==> src/rtl/bqc_pkg.sv <==
package bqc_pkg;
  typedef enum logic [1:0] {
    WIRE_SPLIT = 2'd0,
    WIRE_BCD   = 2'd1,
    WIRE_BIQ   = 2'd2,
    WIRE_SPARE = 2'd3
  } wiring_e;

  localparam int unsigned HI_MOD = 5;
endpackage

==> src/rtl/bqc_fall_detect.sv <==
module bqc_fall_detect #(
  parameter int unsigned STAGES = 2
) (
  input  logic clk,
  input  logic rst,
  input  logic pin,
  output logic fall
);
  localparam int unsigned LAST = STAGES - 1;

  logic [STAGES-1:0] sync_q;
  logic              prev_q;

  always_ff @(posedge clk) begin
    if (rst) sync_q[0] <= 1'b0;
    else     sync_q[0] <= pin;
  end

  generate
    for (genvar i = 1; i < STAGES; i++) begin : g_sync
      always_ff @(posedge clk) begin
        if (rst) sync_q[i] <= 1'b0;
        else     sync_q[i] <= sync_q[i-1];
      end
    end
  endgenerate

  always_ff @(posedge clk) begin
    if (rst) prev_q <= 1'b0;
    else     prev_q <= sync_q[LAST];
  end

  assign fall = prev_q & ~sync_q[LAST];

  AST_FALL_SINGLE: assert property (@(posedge clk) disable iff (rst)
    fall |=> !fall);
endmodule

==> src/rtl/bqc_div2.sv <==
module bqc_div2 (
  input  logic clk,
  input  logic rst,
  input  logic step,
  input  logic load,
  input  logic load_val,
  output logic q,
  output logic wrap_o
);
  always_ff @(posedge clk) begin
    if (rst) begin
      q      <= 1'b0;
      wrap_o <= 1'b0;
    end else if (load) begin
      q      <= load_val;
      wrap_o <= 1'b0;
    end else begin
      if (step) q <= ~q;
      wrap_o <= step & q;
    end
  end

  AST_DIV2_TOGGLE: assert property (@(posedge clk) disable iff (rst)
    (step && !load) |=> (q != $past(q)));
endmodule

==> src/rtl/bqc_div5.sv <==
module bqc_div5 #(
  parameter int unsigned MOD = 5
) (
  input  logic                     clk,
  input  logic                     rst,
  input  logic                     step,
  input  logic                     load,
  input  logic                     load_top,
  output logic [$clog2(MOD)-1:0]   cnt,
  output logic                     wrap_o
);
  localparam int unsigned W = $clog2(MOD);
  localparam logic [W-1:0] TOP = W'(MOD - 1);

  logic at_top;
  assign at_top = (cnt == TOP);

  always_ff @(posedge clk) begin
    if (rst) begin
      cnt    <= '0;
      wrap_o <= 1'b0;
    end else if (load) begin
      cnt    <= load_top ? TOP : '0;
      wrap_o <= 1'b0;
    end else begin
      if (step) cnt <= at_top ? '0 : cnt + 1'b1;
      wrap_o <= step & at_top;
    end
  end

  AST_DIV5_WRAP: assert property (@(posedge clk) disable iff (rst)
    (step && !load && cnt == TOP) |=> (cnt == '0));
endmodule

==> src/rtl/bqc_top.sv <==
module bqc_top #(
  parameter int unsigned SYNC_STAGES = 2
) (
  input  logic       clk,
  input  logic       rst,
  input  logic [1:0] wiring,
  input  logic       cnt_lo,
  input  logic       cnt_hi,
  input  logic       clr_a,
  input  logic       clr_b,
  input  logic       nine_a,
  input  logic       nine_b,
  output logic [3:0] digit_o
);
  import bqc_pkg::*;

  localparam int unsigned HW = $clog2(HI_MOD);

  wiring_e        mode;
  logic           fall_lo, fall_hi;
  logic           nine_act, clr_act, load;
  logic           step_lo, step_hi;
  logic           lo_q, lo_wrap;
  logic [HW-1:0]  hi_cnt;
  logic           hi_wrap;

  assign mode = wiring_e'(wiring);

  bqc_fall_detect #(.STAGES(SYNC_STAGES)) u_fd_lo (
    .clk(clk), .rst(rst), .pin(cnt_lo), .fall(fall_lo));

  bqc_fall_detect #(.STAGES(SYNC_STAGES)) u_fd_hi (
    .clk(clk), .rst(rst), .pin(cnt_hi), .fall(fall_hi));

  // load-nine pair outranks the clear pair
  assign nine_act = nine_a & nine_b;
  assign clr_act  = clr_a & clr_b & ~nine_act;
  assign load     = nine_act | clr_act;

  always_comb begin
    step_lo = fall_lo;
    step_hi = fall_hi;
    case (mode)
      WIRE_BCD: step_hi = lo_wrap;
      WIRE_BIQ: step_lo = hi_wrap;
      default: ;
    endcase
  end

  bqc_div2 u_lo (
    .clk(clk), .rst(rst), .step(step_lo), .load(load),
    .load_val(nine_act), .q(lo_q), .wrap_o(lo_wrap));

  bqc_div5 #(.MOD(HI_MOD)) u_hi (
    .clk(clk), .rst(rst), .step(step_hi), .load(load),
    .load_top(nine_act), .cnt(hi_cnt), .wrap_o(hi_wrap));

  assign digit_o = {hi_cnt, lo_q};

  AST_NINE_WINS: assert property (@(posedge clk) disable iff (rst)
    (nine_a && nine_b) |=> (digit_o == 4'b1001));

  AST_CLEAR_ZERO: assert property (@(posedge clk) disable iff (rst)
    (clr_a && clr_b && !(nine_a && nine_b)) |=> (digit_o == 4'b0000));
endmodule

==> config.mk <==
export PLATFORM = sky130hd
export DESIGN_NAME = bqc_top
export DESIGN_NICKNAME = d
export VERILOG_FILES = /design/src/rtl/bqc_pkg.sv /design/src/rtl/bqc_fall_detect.sv /design/src/rtl/bqc_div2.sv /design/src/rtl/bqc_div5.sv /design/src/rtl/bqc_top.sv
export SDC_FILE = /design/constraint.sdc
export NUM_CORES = 1
export LEC_CHECK = 0
export ABC_AREA = 1
export ABC_CLOCK_PERIOD_IN_PS = 2560
export CORE_AREA = 2 2 39 41
export DETAILED_ROUTE_END_ITERATION = 12
export DIE_AREA = 0 0 41 43
export GPL_TIMING_DRIVEN = 0
export PLACE_DENSITY = 0.7
export SLEW_MARGIN = 20
export SYNTH_ARGS = -nofsm -noshare
export SYNTH_HDL_FRONTEND = slang
export SYNTH_SLANG_ARGS = --single-unit
==> constraint.sdc <==
create_clock -name clk -period 2.56 [get_ports clk]
set_clock_uncertainty 0.1 [all_clocks]
set_input_delay 0.768 -clock clk [delete_from_list [all_inputs] [get_ports clk]]
set_output_delay 0.768 -clock clk [all_outputs]
set_load 0.1 [all_outputs]
# After elaboration in Yosys (flattened, before gate mapping)
# Cells that the tools add are included.
# word_totals
register_bits	12
out_inout_bits	4
elab_cells	37
# op_classes
n_addsub	1
n_eq_ne	3
n_mux	8
bitwise_logic	12
reduce_logical	3
# ops
cell	count
3-bit two-way mux	4
1-bit AND	7
1-bit two-way mux	4
1-bit NOT	4
2-bit nonzero test	2
3-bit by 1-bit adder with 3-bit output (second input constant)	1
3-bit == test (second input constant)	1
2-bit by 1-bit == test with 1-bit output (second input constant)	1
2-bit == test (second input constant)	1
2-bit OR reduction	1
1-bit bitwise OR	1

# Longest topological paths before layout
# depth
ltp_word	5
ltp_mapped	8

# Cells and area by module
# Synthesis repeated with hierarchy kept, for this count alone.
# unflattened
hier_cells	78
area_unflattened_um2	549.3
# modules_own_cells
mod	n_inst	cells_each	area_each_um2	seq_area_each_um2
bqc_div5	1	30	214.0	80.1
bqc_fall_detect	2	11	92.6	60.1
bqc_div2	1	11	87.6	40.0
bqc_top	1	15	62.6	0.0

# Worst setup path after synthesis
# Ideal clock, no wire load.
# synth_path
path_kind	register -> register
start	register u_hi.cnt[0]
end	register u_hi.cnt[2]
setup_time_ns	0.056
arrival_ns	1.737
required_ns	2.404
path_slack_ns	0.668
stages_incl_launch_ff	8
n_path_buf	0
synth_period_minus_slack_ns	1.892
path_cell_list	dfxtp_1 inv_1 ha_1 o21ai_0 nand3_1 nand3_1 nand2_1 inv_1
# synth_between
elab_chain_cells	4
elab_cells_between_ends	5
classes_between	add/sub (1); eq/ne (1); mux (3)
# synth_rtl
element	line	rtl
from (decl)	bqc_div5.sv:9	output logic [$clog2(MOD)-1:0] cnt,
from (signal assigned)	bqc_div5.sv:23	cnt <= load_top ? TOP : '0;
from (signal assigned)	bqc_div5.sv:26	if (step) cnt <= at_top ? '0 : cnt + 1'b1;
3-bit by 1-bit adder with 3-bit output or 3-bit == test (tied branches)	bqc_div5.sv:26, bqc_div5.sv:16	
3-bit two-way mux (*) (2 in a row)	bqc_div5.sv:26	
3-bit two-way mux (*)	bqc_div5.sv:22	end else if (load) begin
# Mark *: on every way between the ends. The rest lies on a longest branch, timed or not. The select of a mux whose other input is x is not followed.
# A chain may end at the register's enable or synchronous reset.

# Worst setup path after layout
# layout_path
start	register u_lo.q
end	output digit_o[0]
# layout_lines
element	line	rtl
from (decl)	bqc_div2.sv:7	output logic q,
from (signal assigned)	bqc_div2.sv:15	q <= load_val;
from (signal assigned)	bqc_div2.sv:18	if (step) q <= ~q;
to (decl)	bqc_top.sv:13	output logic [3:0] digit_o
# No word-level cell between the ends.

==> impl_metrics.csv <==
group,metric,value,unit
synthesis,ys.warnings.count,0,
route,post_drt_wl_per_cell,8.10,um
finish,fillerInstances,145,
clocking,clk_pin_slew,80,ps
floorplanning,die_w,41,um
finish,insertedDiodeCount,0,
route,drt_iter0_drc,7,
sta,tightest_slew,951,ps
finish,multiInputGateArea,256,sq um
sta,rsz0062_at_grt,"no",
synthesis,syn-cell-area,562,sq um
placed_design,port_buffers,12,
finish,syn2layout_area_growth,30.5,%
floorplanning,dieArea,1760,sq um
sta,relSlewSlack,36.8,%
critical_path,cpPeakStageDelay,830,ps
global_routing,grt_overflow_total,0,
sta,tns,0,ps
critical_path,crit_required,1690,ps
placed_design,hpwl,695,um
clocking,postCtsSetupBuffers,0,
sta,hold_violations,0,
power,p_leak,0.358,nW
critical_path,crit_path_end_kind,"output port",
critical_path,cpLargestDelayFamily,"buffers and inverters",
synthesis,syn_inst,74,
floorplanning,ios,14,
power,vdd_ir_drop_max,0.000433,V
floorplanning,num_rows,14,
clocking,cts_sinks,12,
clocking,tritoncts,"built",
global_routing,antenna_found_initial,0,
synthesis,ys_types,19,
floorplanning,coreArea,1380,sq um
floorplanning,start_util,40.6,%
critical_path,start_kind,"flip-flop",
sta,holdWs,302,ps
critical_path,slowest_stage,"dlygate4sd2_1",
synthesis,yosys-top-cells-area,"dfxtp_1 (43%), inv_1 (8.0%), nand2_1 (8.0%)",
job,drv_cap,0,
synthesis,synth.top_cell.area_share,42.8,%
critical_path,cp_max_fo,3,
global_routing,track_usage,12.4,%
finish,final_cell_mix,"inv_1 (12), nand2_1 (12), dfxtp_1 (12)",
route,drc_errors,0,
route,dr.pass1.iters,4,
global_routing,grt_max_degree,9,
power,powerDensity,576,nW/um^2
route,route.vias.total,461,
run_status,status,"finished, final reports clean",
clocking,hold_buffers,0,
global_routing,grt_pass1_wl,1.52,mm
clocking,cts_root_buffer,"clkbuf_4",
critical_path,arrival,1560,ps
finish,final_cells,106,
hold_path,hold_class,"flip-flop to flip-flop",
clocking,cts_resized,4,
floorplanning,die_y,43,um
sta,max_freq,412,MHz
route,drtAntennaViolNets,0,
clocking,cts.path.max_buffers,2,
synthesis,yosysSeqAreaShare,42.8,%
critical_path,crit_chain,"buf_4 > dlygate4sd2_1",
clocking,clk_latency,260,ps
sta,finalCritPeriodShare,94.7,%
route,vias_per_cell,4.35,
synthesis,syn-num-nets,86,
critical_path,criticalPathCategory,"flip-flop to output port",
clocking,htreeDepth,1,
route,drt-total-wl,859,um
synthesis,synth_area_per_cell,7.59,sq um
placed_design,gp_congestion,0.735,
finish,drive_above_1_share,17.8,%
critical_path,cp_num_buf_inv,2,
sta,fin_crit,2420,ps
sta,maxSlewViolCount,0,
clocking,cts_buffers,3,
finish,seq_area,240,sq um
sta,setup_viol,0,
finish,fin_nets,103,
synthesis,ys_ff_latch,12,
power,p_total,422,uW
global_routing,grt_pass1_vias,406,
synthesis,yosysTopAreaCell,"dfxtp_1",
placed_design,numPlacedInstances,102,
[power by group]
part / leakage [nW] / switching [mW] / internal (mW)
Sequential: 0.0983 / 0.00404 / 0.194
Combinational: 0.239 / 0.0511 / 0.0286
Clock: 0.0210 / 0.0580 / 0.0861
[cells by family after synthesis]
| family | Yosys count | share of synthesized area [%] |
|---|---|---|
| DFF | 12 | 42.8 |
| AOI/OAI and AO/OA | 4 | 3.56 |
| and+or+nand+nor | 40 | 37.6 |
| adders and majority gates | 2 | 4.45 |
| buffers and inverters | 16 | 11.6 |
[per-stage QoR]
step / utilization (%) / setup slack, ps / cell area [sq um]
6_report: 53.0 / 136 / 733
3_3_place_gp: 50.7 / 147 / 702
2_1_floorplan: - / 668 / 562
5_1_grt: 53.0 / 74.3 / 733
3_5_place_dp: 50.7 / 140 / 702
4_1_cts: 53.0 / 116 / 733
[routing by layer]
layer | vias up | part of all wire, % | track usage (%)
li1 | 256 | - | -
met1 | 197 | 48 | 16.5
met2 | 6 | 47 | 19.1
met3 | 2 | 2.8 | 1.57
met4 | 0 | 2.6 | 6.00
met5 | - | 0 | 0
[cells in the mapped netlist]
master	n
nand2_4	2
nand3_1	6
nand2_1	12
nor2_1	11
ha_1	2
nand3b_1	2
nand2_2	2
buf_2	1
nor3b_2	1
or2_1	1
nand3_2	1
inv_1	12
a21oi_1	3
o21ai_0	1
nor2_2	1
dfxtp_1	12
buf_4	1
inv_2	2
nor3_2	1
[worst min-delay path, cell delays in order, from the launching register on]
cell and delay, ps:
dfxtp_1 300, inv_1 40, nor2_1 30
[registers in the layout, summed over array words and instances (netlist names)]
signal and cells:
u_hi.cnt 3, u_fd_hi.sync_q 2, u_fd_lo.sync_q 2, u_fd_hi.prev_q 1, u_fd_lo.prev_q 1, u_hi.wrap_o 1, u_lo.q 1, u_lo.wrap_o 1
[final cells by class]
cell class / count / share of cell area, %
Clock buffer: 4 / 4.95
Inverter: 14 / 7.17
Timing Repair Buffer: 12 / 15.7
Buffer: 2 / 1.71
Multi-Input combinational cell: 46 / 35.0
Sequential cell: 12 / 32.8
Tap cell: 16 / 2.73
[path summary, 6_finish.rpt]
check / start / to / slack (ps) / cells past startpoint
hold reg to reg: u_fd_lo.sync_q[0] / u_fd_lo.sync_q[1] / 300 / 2
setup / recovery: u_lo.q / digit_o[0] / 140 / 2
hold / removal: u_fd_lo.sync_q[0] / u_fd_lo.sync_q[1] / 300 / 2
setup reg to reg: u_hi.cnt[0] / u_hi.cnt[2] / 1340 / 7
No activity file was read; power rests on OpenSTA's default activity.
